--- config.mk ---
export PLATFORM = sky130hd
export DESIGN_NAME = hsw_burst_writer
export DESIGN_NICKNAME = d
export VERILOG_FILES = /design/src/rtl/hsw_pkg.sv /design/src/rtl/hsw_pack_buf.sv /design/src/rtl/hsw_burst_ctl.sv /design/src/rtl/hsw_burst_writer.sv
export SDC_FILE = /design/constraint.sdc
export NUM_CORES = 1
export LEC_CHECK = 0
export BUFFER_PORTS_ARGS = -buffer_cell sky130_fd_sc_hd__buf_2
export CAP_MARGIN = 0
export CORE_ASPECT_RATIO = 1.2
export CORE_MARGIN = 3
export CORE_UTILIZATION = 32
export CTS_CLUSTER_SIZE = 30
export DETAILED_ROUTE_END_ITERATION = 7
export SKIP_LAST_GASP = 1
export SLEW_MARGIN = 20
export SYNTH_ARGS = -nofsm -noshare
export SYNTH_HDL_FRONTEND = slang
export SYNTH_SLANG_ARGS = --single-unit
--- constraint.sdc ---
create_clock -name clk -period 11.4 [get_ports clk]
set_input_delay 0.57 -clock clk [delete_from_list [all_inputs] [get_ports clk]]
set_output_delay 0.57 -clock clk [all_outputs]
set_load 0.03 [all_outputs]
--- src/rtl/hsw_pkg.sv ---
package hsw_pkg;

  localparam logic [2:0] SIZE_WORD  = 3'b010;
  localparam logic [1:0] BURST_INCR = 2'b01;
  localparam logic [1:0] RESP_OKAY  = 2'b00;

  // strobes from the burst control to the pack/buffer datapath
  typedef struct packed {
    logic start;  // load a new transfer
    logic pop;    // one beat leaves the buffer
  } dpCtl_t;

  typedef enum logic [2:0] {
    S_IDLE,
    S_WAIT,
    S_ADDR,
    S_DATA,
    S_DRAIN
  } ctlState_t;

endpackage

--- src/rtl/hsw_pack_buf.sv ---
module hsw_pack_buf
  import hsw_pkg::*;
#(
  parameter int CNT_W     = 16,
  parameter int BUF_DEPTH = 16,
  localparam int PTR_W    = $clog2(BUF_DEPTH),
  localparam int LVL_W    = $clog2(BUF_DEPTH + 1)
) (
  input  logic             clk,
  input  logic             rstN,
  input  dpCtl_t           ctl,
  input  logic [CNT_W-1:0] cfgCount,
  input  logic             startLane,
  input  logic [15:0]      inData,
  input  logic             inValid,
  output logic             inReady,
  output logic [31:0]      headData,
  output logic [3:0]       headStrb,
  output logic [LVL_W-1:0] level
);

  logic [CNT_W-1:0] hwLeft;
  logic             lane;       // 0: next halfword fills bits 15:0
  logic [15:0]      holdData;
  logic             holdValid;

  logic [31:0] bufData [BUF_DEPTH];
  logic [3:0]  bufStrb [BUF_DEPTH];
  logic [PTR_W-1:0] wrPtr, rdPtr;

  logic        accept;
  logic        push;
  logic [31:0] pushData;
  logic [3:0]  pushStrb;
  logic        lastHw;

  assign inReady = (hwLeft != '0) && (level != LVL_W'(BUF_DEPTH));
  assign accept  = inValid && inReady;
  assign lastHw  = (hwLeft == CNT_W'(1));

  // beat assembly
  always_comb begin
    push     = 1'b0;
    pushData = '0;
    pushStrb = '0;
    if (accept) begin
      if (!lane) begin
        if (lastHw) begin
          push     = 1'b1;
          pushData = {16'h0000, inData};
          pushStrb = 4'b0011;
        end
      end else begin
        push     = 1'b1;
        pushData = {inData, holdValid ? holdData : 16'h0000};
        pushStrb = {2'b11, holdValid ? 2'b11 : 2'b00};
      end
    end
  end

  always_ff @(posedge clk) begin
    if (!rstN) begin
      hwLeft    <= '0;
      lane      <= 1'b0;
      holdData  <= '0;
      holdValid <= 1'b0;
    end else if (ctl.start) begin
      hwLeft    <= cfgCount;
      lane      <= startLane;
      holdValid <= 1'b0;
    end else if (accept) begin
      hwLeft <= hwLeft - CNT_W'(1);
      if (!lane) begin
        if (!lastHw) begin
          holdData  <= inData;
          holdValid <= 1'b1;
          lane      <= 1'b1;
        end
      end else begin
        holdValid <= 1'b0;
        lane      <= 1'b0;
      end
    end
  end

  // beat buffer
  always_ff @(posedge clk) begin
    if (push) begin
      bufData[wrPtr] <= pushData;
      bufStrb[wrPtr] <= pushStrb;
    end
  end

  always_ff @(posedge clk) begin
    if (!rstN) begin
      wrPtr <= '0;
      rdPtr <= '0;
      level <= '0;
    end else begin
      if (push)    wrPtr <= wrPtr + PTR_W'(1);
      if (ctl.pop) rdPtr <= rdPtr + PTR_W'(1);
      case ({push, ctl.pop})
        2'b10:   level <= level + LVL_W'(1);
        2'b01:   level <= level - LVL_W'(1);
        default: level <= level;
      endcase
    end
  end

  assign headData = bufData[rdPtr];
  assign headStrb = bufStrb[rdPtr];

endmodule

--- src/rtl/hsw_burst_ctl.sv ---
module hsw_burst_ctl
  import hsw_pkg::*;
#(
  parameter int ADDR_W     = 32,
  parameter int CNT_W      = 16,
  parameter int MAX_BEATS  = 16,
  parameter int LVL_W      = 5,
  parameter int PAGE_BYTES = 4096,
  localparam int WA_W       = ADDR_W - 2,
  localparam int PAGE_WORDS = PAGE_BYTES / 4,
  localparam int PAGE_W     = $clog2(PAGE_WORDS)
) (
  input  logic              clk,
  input  logic              rstN,
  input  logic              cfgStart,
  input  logic [ADDR_W-1:0] cfgAddr,
  input  logic [CNT_W-1:0]  cfgCount,
  input  logic [LVL_W-1:0]  level,
  input  logic [31:0]       headData,
  input  logic [3:0]        headStrb,
  output dpCtl_t            ctl,
  output logic [ADDR_W-1:0] awAddr,
  output logic [7:0]        awLen,
  output logic [2:0]        awSize,
  output logic [1:0]        awBurst,
  output logic              awValid,
  input  logic              awReady,
  output logic [31:0]       wData,
  output logic [3:0]        wStrb,
  output logic              wLast,
  output logic              wValid,
  input  logic              wReady,
  input  logic [1:0]        bResp,
  input  logic              bValid,
  output logic              bReady,
  output logic              done,
  output logic              err,
  output logic              busy
);

  ctlState_t        state;
  logic [WA_W-1:0]  wordAddr;
  logic [CNT_W-1:0] beatsLeft;
  logic [8:0]       burstLen;
  logic [8:0]       beatIdx;
  logic [CNT_W-1:0] outstanding;

  logic [31:0] lenNow, toPage, startBeats;
  logic        takeStart, awFire, bFire, lastPop;

  assign takeStart = cfgStart && (state == S_IDLE);
  assign awFire    = awValid && awReady;
  assign bFire     = bValid && bReady;

  // beats the next burst may carry: tail, cap and page edge
  always_comb begin
    toPage = 32'(PAGE_WORDS) - 32'(wordAddr[PAGE_W-1:0]);
    lenNow = 32'(beatsLeft);
    if (lenNow > 32'(MAX_BEATS)) lenNow = 32'(MAX_BEATS);
    if (lenNow > toPage)         lenNow = toPage;
  end

  always_comb begin
    if (cfgCount == '0) startBeats = '0;
    else startBeats = (32'(cfgCount) + 32'(cfgAddr[1]) + 32'd1) >> 1;
  end

  assign ctl.start = takeStart;
  assign ctl.pop   = wValid && wReady;

  assign awValid = (state == S_ADDR);
  assign awAddr  = {wordAddr, 2'b00};
  assign awLen   = 8'(burstLen - 9'd1);
  assign awSize  = SIZE_WORD;
  assign awBurst = BURST_INCR;

  assign wValid  = (state == S_DATA);
  assign wData   = headData;
  assign wStrb   = headStrb;
  assign wLast   = (beatIdx == burstLen - 9'd1);
  assign lastPop = ctl.pop && wLast;

  assign bReady  = 1'b1;
  assign busy    = (state != S_IDLE);

  always_ff @(posedge clk) begin
    if (!rstN) begin
      state     <= S_IDLE;
      wordAddr  <= '0;
      beatsLeft <= '0;
      burstLen  <= '0;
      beatIdx   <= '0;
      done      <= 1'b0;
    end else begin
      done <= 1'b0;
      case (state)
        S_IDLE: begin
          if (takeStart) begin
            wordAddr  <= cfgAddr[ADDR_W-1:2];
            beatsLeft <= CNT_W'(startBeats);
            state     <= (startBeats == '0) ? S_DRAIN : S_WAIT;
          end
        end
        S_WAIT: begin
          if (32'(level) >= lenNow) begin
            burstLen <= 9'(lenNow);
            state    <= S_ADDR;
          end
        end
        S_ADDR: begin
          if (awFire) begin
            beatIdx <= '0;
            state   <= S_DATA;
          end
        end
        S_DATA: begin
          if (ctl.pop) beatIdx <= beatIdx + 9'd1;
          if (lastPop) begin
            wordAddr  <= wordAddr + WA_W'(burstLen);
            beatsLeft <= beatsLeft - CNT_W'(burstLen);
            state     <= (beatsLeft == CNT_W'(burstLen)) ? S_DRAIN : S_WAIT;
          end
        end
        S_DRAIN: begin
          if (outstanding == '0) begin
            done  <= 1'b1;
            state <= S_IDLE;
          end
        end
        default: state <= S_IDLE;
      endcase
    end
  end

  // responses still owed, and the sticky error
  always_ff @(posedge clk) begin
    if (!rstN) begin
      outstanding <= '0;
      err         <= 1'b0;
    end else begin
      case ({awFire, bFire})
        2'b10:   outstanding <= outstanding + CNT_W'(1);
        2'b01:   outstanding <= outstanding - CNT_W'(1);
        default: outstanding <= outstanding;
      endcase
      if (takeStart) err <= 1'b0;
      else if (bFire && bResp != RESP_OKAY) err <= 1'b1;
    end
  end

endmodule

--- src/rtl/hsw_burst_writer.sv ---
module hsw_burst_writer
  import hsw_pkg::*;
#(
  parameter int ADDR_W    = 32,
  parameter int CNT_W     = 16,
  parameter int MAX_BEATS = 16,
  parameter int BUF_DEPTH = 16,
  localparam int LVL_W    = $clog2(BUF_DEPTH + 1)
) (
  input  logic              clk,
  input  logic              rstN,
  input  logic              cfgStart,
  input  logic [ADDR_W-1:0] cfgAddr,
  input  logic [CNT_W-1:0]  cfgCount,
  input  logic [15:0]       inData,
  input  logic              inValid,
  output logic              inReady,
  output logic [ADDR_W-1:0] awAddr,
  output logic [7:0]        awLen,
  output logic [2:0]        awSize,
  output logic [1:0]        awBurst,
  output logic              awValid,
  input  logic              awReady,
  output logic [31:0]       wData,
  output logic [3:0]        wStrb,
  output logic              wLast,
  output logic              wValid,
  input  logic              wReady,
  input  logic [1:0]        bResp,
  input  logic              bValid,
  output logic              bReady,
  output logic              done,
  output logic              err,
  output logic              busy
);

  dpCtl_t           dpCtl;
  logic [31:0]      headData;
  logic [3:0]       headStrb;
  logic [LVL_W-1:0] bufLevel;

  hsw_pack_buf #(
    .CNT_W     (CNT_W),
    .BUF_DEPTH (BUF_DEPTH)
  ) u_dp (
    .clk       (clk),
    .rstN      (rstN),
    .ctl       (dpCtl),
    .cfgCount  (cfgCount),
    .startLane (cfgAddr[1]),
    .inData    (inData),
    .inValid   (inValid),
    .inReady   (inReady),
    .headData  (headData),
    .headStrb  (headStrb),
    .level     (bufLevel)
  );

  hsw_burst_ctl #(
    .ADDR_W    (ADDR_W),
    .CNT_W     (CNT_W),
    .MAX_BEATS (MAX_BEATS),
    .LVL_W     (LVL_W)
  ) u_ctl (
    .clk      (clk),
    .rstN     (rstN),
    .cfgStart (cfgStart),
    .cfgAddr  (cfgAddr),
    .cfgCount (cfgCount),
    .level    (bufLevel),
    .headData (headData),
    .headStrb (headStrb),
    .ctl      (dpCtl),
    .awAddr   (awAddr),
    .awLen    (awLen),
    .awSize   (awSize),
    .awBurst  (awBurst),
    .awValid  (awValid),
    .awReady  (awReady),
    .wData    (wData),
    .wStrb    (wStrb),
    .wLast    (wLast),
    .wValid   (wValid),
    .wReady   (wReady),
    .bResp    (bResp),
    .bValid   (bValid),
    .bReady   (bReady),
    .done     (done),
    .err      (err),
    .busy     (busy)
  );

endmodule

==> out/qor.yml, run 1 <==
cells_and_area:
  final_cell_count_no_fill: 3557
  area_growth_pct: 15.3
  drive_gt1_share_pct: 23.0
  layout_common_cells: "544 x edfxtp_1, 170 x mux4_2, 168 x nor2_1"
  layout_commonest_cell: "edfxtp_1"
  fin_nets: 2390
worst_setup_path:
  start_kind: "flip-flop"
  worstReg2RegStart: "u_ctl.beatsLeft[9]$_SDFFE_PN0P_"
  crit_start: "u_ctl.beatsLeft[9]$_SDFFE_PN0P_"
  r2r_cells: 20
  critPathKind: "reg2reg"
  cp.required_ps: 11910
  critPathCapture: "u_ctl.burstLen[1]$_SDFFE_PN0P_"
  reg2reg_to: "u_ctl.burstLen[1]$_SDFFE_PN0P_"
  crit_fanout: 10
  cp.arrival_ps: 6400
  endpoint_kind: "flip-flop"
  regToRegSetupSlack_ps: 5520
global_routing:
  antenna_found_initial: 7
  grt_pass1_wl_mm: 116
  grt_pass1_vias: 19267
  globalRouteTotalUtil_pct: 15.2
  grt_overflow: 0
  grt_max_degree: 80
placed_design:
  dp.cells: 3420
  gp_congestion: 0.874
  numPortBuffers: 152
  dp.final_hpwl_mm: 46.4
timing:
  max_freq_ghz: 0.170
  whs_ps: 241
  final_max_slew_viol_count: 0
  max_slew_margin_pct: 28.2
  min_period_over_period_pct: 51.6
  setup_tns_ps: 0
  hold_viol: 0
  period_needed_ps: 5880
  rsz0062_at_grt: "false"
  worst_clock_skew_ps: 24.7
  tightestPinTransition_ps: 1080
  setup_viol: 0
yosys:
  yosys_warnings: 0
  ys_seq_elements: 680
  synth_cell_types: 97
  synthCells: 2096
  postSynth.asyncResetShare_pct: 0
  synth-edff-count: 544
  yosysSeqAreaShare_pct: 62.0
  synth_area_mm2: 0.0308
  ys.flop_type: "edfxtp_1"
  syn_area_per_cell_um2: 14.7
drt:
  post_drt_via_cell_ratio: 5.26
  routed_wl_mm: 77.2
  drtIter0Drc: 1545
  vias: 18714
  firstDrtPassIters: 6
  drc_errors: 0
  ant_nets: 0
  routedWlPerCell_um: 21.7
floorplan:
  initial_core_util_pct: 32.5
  core_area_mm2: 0.0945
  fp.dieW_um: 289
  rows: 123
  die_h_um: 346
  ioPinCount: 162
  die_area_mm2: 0.0999
pwr:
  peakVddDrop_mv: 0.199
  p_per_area_mw_per_mm2: 204
  power.total_w: 0.00722
  p_leak_nw: 11.6
clock_tree:
  h-tree-depth: 3
  cts_resized: 0
  numCtsBuffers: 73
  cts_tree: "yes"
  clk_pin_slew_worst_paths_ps: 60
  cts_setup_buffers: 0
  clockRootBuffer: "clkbuf_16"
  cts.path.max_buffers: 3
  cts_hold_buf: 0
  clkLatencyLatePin_ps: 620
  clkSinkCount: 680
run_status:
  outcome: "complete, no violations"
min_path:
  hold_class: "in2reg"
run:
  drv_cap: 0
[flip-flops by register name, summed over array words and instances (netlist names), 3 cells and up, named ones only]
signal	count
u_dp.bufData	512
u_dp.bufStrb	32
u_ctl.wordAddr	30
u_ctl.beatsLeft	16
u_ctl.outstanding	16
u_dp.holdData	16
u_dp.hwLeft	16
u_ctl.beatIdx	9
u_ctl.burstLen	9
u_dp.level	5
u_dp.rdPtr	4
u_dp.wrPtr	4
u_ctl.state	3
[critical path, stage by stage (launching register included)]
cell	delay (ps)
dfxtp_1	350
or3_4	410
or3_4	370
or4_4	530
nor3_1	280
ha_1	300
nor2b_1	130
o21a_1	150
o21ai_0	190
a21oi_1	110
o21ai_1	580
mux2i_1	370
ha_1	280
nand2b_1	140
a21o_1	170
a21o_1	170
a21o_1	180
a21o_1	190
o2111ai_1	290
inv_1	300
a211oi_1	300
[how the worst min path moves through the flow]
stage                                           from                          endpoint  slack (ps)  cells after the start
floorplan           u_ctl.beatsLeft[15]$_SDFFE_PN0P_  u_ctl.beatsLeft[15]$_SDFFE_PN0P_         450                      2
global placement              u_ctl.err$_SDFFE_PP0P_            u_ctl.err$_SDFFE_PP0P_         440                      2
detailed placement            u_ctl.err$_SDFFE_PP0P_            u_ctl.err$_SDFFE_PP0P_         460                      2
CTS                                       cfgAddr[8]    u_ctl.wordAddr[6]$_SDFFE_PN0P_         210                      3
global route                              cfgAddr[8]    u_ctl.wordAddr[6]$_SDFFE_PN0P_         220                      3
finish                                    cfgAddr[8]    u_ctl.wordAddr[6]$_SDFFE_PN0P_         240                      3
[where the power goes]
part	internal, W	switching, W
Clock	0.00144	0.000978
Sequential	0.00283	0.000160
Combinational	0.000698	0.00111
Total	0.00497	0.00225
[per-stage QoR]
step	instance area, µm²	setup slack, ps	util (%)
floorplan	30800	6400	-
global placement	32900	5700	34.8
detailed placement	32900	5550	34.8
CTS	35400	5540	37.5
global route	35500	5230	37.5
finish	35500	5520	37.5
[logic make-up (layout without fill, tap and decap cells)]
family,count (synthesis),in the layout,synth area share [%]
flip-flops,680,680,62.0
AND/OR/NAND/NOR,543,543,9.08
AO/OA/AOI/OAI,340,340,7.54
multiplexers,192,192,13.2
buffers and inverters,177,373,2.48
XOR/XNOR,92,92,2.80
adder cells (fa/ha/maj),70,70,2.95
other,2,17,0.0244
[metal layers]
layer | up-vias | GRT usage (%) | share of wire [%]
met5 | - | 0 | 0.048
met4 | 6 | 3.76 | 2.1
met3 | 123 | 2.70 | 5.5
met2 | 563 | 27.3 | 52
met1 | 9544 | 18.7 | 40
li1 | 8478 | - | -
[layout make-up]
type	count	area (µm²)
clock buffer	94	2010
multi-input combinational	1251	11100
timing repair buffer	184	1030
tap	1250	1560
clock inverter	38	480
sequential	680	19100
antenna	3	7.51
fill	8845	59000
inverter	57	214
[cells in the mapped netlist, drive strengths merged (10+ instances only)]
cell	count	share of area (%)
o21ai	57	0.93
ha	66	2.7
a22oi	16	0.39
a21o	21	0.51
clkbuf	75	0.92
nand3	32	0.55
and3	10	0.21
edfxtp	544	53
nor2b	11	0.22
nor4	30	0.75
nor3	58	1.0
nand4	19	0.39
buf	45	0.87
or3	18	0.41
xor2	33	0.94
nor2	184	2.3
a211oi	32	0.78
a311oi	13	0.37
o21a	19	0.46
dfxtp	136	8.9
and2	31	0.63
nand2	89	1.1
nand2b	15	0.31
a21oi	97	1.6
mux2i	20	0.65
xnor2	55	1.6
inv	57	0.70
mux4	170	12
(Power assumes the default switching activity.)
==> inputs of run 2 (changes only) <==
Clock period 11.4 ns to 4.82 ns, I/O delays scaled along.
==> run 2 against run 1 <==
Final cell count rose by 1.6%. Non-clock buffer count is 59 higher. Core utilization increased by 0.80 points. Critical path depth grew 1. Register-to-register slack worse by 5400 ps. Wire length up 1.7%. Sequential share of layout area decreased by 1.1 points. Count of clock-buffer cells in the layout decreased by 1. Cell area rose by 2.1%. Via count rose by 2.1%. Clock skew rose by 7.0 ps. Flip-flop and latch count unchanged. Critical path type unchanged. Critical endpoint is now u_ctl.burstLen[0]$_SDFFE_PN0P_. Largest cell class unchanged.
==> out/qor.yml, run 2 (same netlist as run 1, synthesis figures left out) <==
pwr:
  peakVddDrop_mv: 0.401  # +100%
  p_per_area_mw_per_mm2: 477  # +130%
  p_leak_nw: 11.9  # +2.7%
run:
  drv_cap: 0  # unchanged
worst_setup_path:
  endpoint_kind: "flip-flop"
  r2r_cells: 21  # +5.0%
  critPathKind: "reg2reg"
  cp_common_cell: "a21o_1"
  start_kind: "flip-flop"
  cp_cell_sequence: "or3_4, or3_4, or4_4, nor3_4, ha_4, nor2b_4, o21a_1, o21ai_2, a21oi_2, o21ai_2, mux2i_2, ha_1, nand2b_4, a21o_1, a21o_1, a21o_1, a21o_1, o2111ai_2, buf_4, nor2_1, a211oi_1"
  cp.arrival_ps: 5230  # -1170 ps
  regToRegSetupSlack_ps: 100  # -5420 ps
  cpMaxStageDelayCell: "or4_4"
  cp.required_ps: 5320  # -6590 ps
  worstReg2RegStart: "u_ctl.beatsLeft[9]$_SDFFE_PN0P_"
  crit_fanout: 6  # -4
  reg2reg_to: "u_ctl.burstLen[0]$_SDFFE_PN0P_"
  cpPeakStageDelay_ps: 490  # -90 ps
cells_and_area:
  largest-register: "u_dp.bufData"
  fin_nets: 2450  # +2.5%
  fin_area_mm2: 0.0362  # +2.1%
  layout_commonest_cell: "edfxtp_1"
  reg_top3: "u_dp.bufData: 512 flops, u_dp.bufStrb: 32 flops, u_ctl.wordAddr: 30 flops"
  area_growth_pct: 17.8
  largest_reg_flops: 512  # unchanged
  layout_common_cells: "544 x edfxtp_1, 170 x mux4_2, 168 x nor2_1"
  drive_gt1_share_pct: 24.3  # +1.3 points
  final_cell_count_no_fill: 3615  # +1.6%
timing:
  worst_clock_skew_ps: 31.7  # +7.00 ps
  min_period_over_period_pct: 98.0  # +46 points
  period_needed_ps: 4720  # -1160 ps
  setup_viol: 0  # unchanged
  max_freq_ghz: 0.212  # +25%
  setup_tns_ps: 0  # unchanged
  hold_viol: 0  # unchanged
  tightestPinTransition_ps: 1090  # +13.3 ps
  final_max_slew_viol_count: 0  # unchanged
  max_slew_margin_pct: 27.1  # -1.1 points
min_path:
  min_to: "u_ctl.wordAddr[18]$_SDFFE_PN0P_"
  worstHoldPathCells: 3  # unchanged
  hold_class: "in2reg"
  min_from: "cfgAddr[20]"
clock_tree:
  clkLatencyLatePin_ps: 620  # about the same
  cts_tree: "yes"
  clkSinkCount: 680  # unchanged
  clk_pin_slew_worst_paths_ps: 60  # about the same
  numCtsBuffers: 74  # +1.4%
  cts.path.max_buffers: 3  # unchanged
  h-tree-depth: 3  # unchanged
  clockRootBuffer: "clkbuf_16"
floorplan:
  die_area_mm2: 0.0999  # unchanged
  rows: 123  # unchanged
  fp.dieW_um: 289  # unchanged
  core_area_mm2: 0.0945  # unchanged
  ioPinCount: 162  # unchanged
  initial_core_util_pct: 32.5  # unchanged
  die_h_um: 346  # unchanged
placed_design:
  dp.cells: 3437  # +0.50%
  numPortBuffers: 152  # unchanged
  gp_congestion: 0.861  # -1.5%
  place_area_mm2: 0.0332  # +0.78%
  dp.final_hpwl_mm: 48.1  # +3.7%
global_routing:
  globalRouteTotalUtil_pct: 15.5  # +0.29 points
  antenna_found_initial: 7  # unchanged
  grt_pass1_wl_mm: 118  # +1.8%
  grt_pass1_vias: 19483  # +1.1%
  grt_max_degree: 80  # unchanged
  grt_overflow: 0  # unchanged
drt:
  firstDrtPassIters: 5  # -1
  drtIter0Drc: 1634  # +5.8%
  ant_nets: 0  # unchanged
  routed_wl_mm: 78.5  # +1.7%
  vias: 19114  # +2.1%
  routedWlPerCell_um: 21.7  # about the same
  drc_errors: 0  # unchanged
  post_drt_via_cell_ratio: 5.29  # +0.50%
run_status:
  outcome: "complete, no violations"
==> run 2: worst max path at each step <==
stage                                     from                              to  slack (ps)  cells past startpoint
2_1_floorplan  u_ctl.beatsLeft[9]$_SDFFE_PN0P_  u_ctl.burstLen[1]$_SDFFE_PN0P_          50                     20
3_3_place_gp   u_ctl.beatsLeft[9]$_SDFFE_PN0P_  u_ctl.burstLen[4]$_SDFFE_PN0P_          20                     21
3_5_place_dp   u_ctl.beatsLeft[9]$_SDFFE_PN0P_  u_ctl.burstLen[3]$_SDFFE_PN0P_         -20                     21
4_1_cts        u_ctl.beatsLeft[9]$_SDFFE_PN0P_  u_ctl.burstLen[3]$_SDFFE_PN0P_          70                     21
5_1_grt        u_ctl.beatsLeft[9]$_SDFFE_PN0P_  u_ctl.burstLen[0]$_SDFFE_PN0P_        -100                     21
6_report       u_ctl.beatsLeft[9]$_SDFFE_PN0P_  u_ctl.burstLen[0]$_SDFFE_PN0P_         100                     21
==> run 2: final cells by class <==
cell class,instances,area (µm²)
Tap cell,1250,1560
Inverter,57,214
Clock buffer,93,2060
Antenna cell,2,5.00
Clock inverter,39,439
Fill cell,8796,58300
Sequential cell,680,19100
Timing Repair Buffer,243,1650
Multi-Input combinational cell,1251,11200
==> run 2: through the flow <==
stage                     total power [W]  setup slack, ps  utilization [%]  hold WS [ps]
after floorplan                    0.0103             50.1                -           388
after global routing               0.0181             -102             38.3          20.0
after global placement             0.0114             16.5             35.1           437
final                              0.0173             95.6             38.3          32.9
after detailed placement           0.0115            -16.3             35.1           478
after CTS                          0.0173             68.0             38.2          2.39
==> run 2: worst max-delay path: cells and delay by family (launching register included) <==
kind,cells,cell delay [ps]
DFF,1,320
adders and majority gates,2,500
AOI/OAI and AO/OA,10,1540
and+or+nand+nor,7,1820
muxes,1,290
buffers and inverters,1,190
==> run 2: metal layers <==
metal / track usage (%) / up-vias / part of all wire (%)
li1: - / 8612 / -
met1: 19.9 / 9735 / 41
met2: 26.5 / 631 / 50
met3: 2.85 / 128 / 6.0
met4: 4.45 / 8 / 2.6
met5: 0 / - / 0.065
==> run 2: repair_timing <==
item / 4_1_cts / 5_1_grt
pin swaps: 0 / 13
gates resized for setup: 2 / 20
hold buffers: 41 / 0
setup endpoints to repair: 5 / 10
hold endpoints to repair: 40 / 0
setup buffers: 0 / 3
==> run 2: where the power goes <==
part / total, W / internal, W / switching [W]
Sequential: 0.00705 / 0.00669 / 0.000366
Combinational: 0.00451 / 0.00179 / 0.00273
Clock: 0.00571 / 0.00334 / 0.00238
Total: 0.0173 / 0.0118 / 0.00547
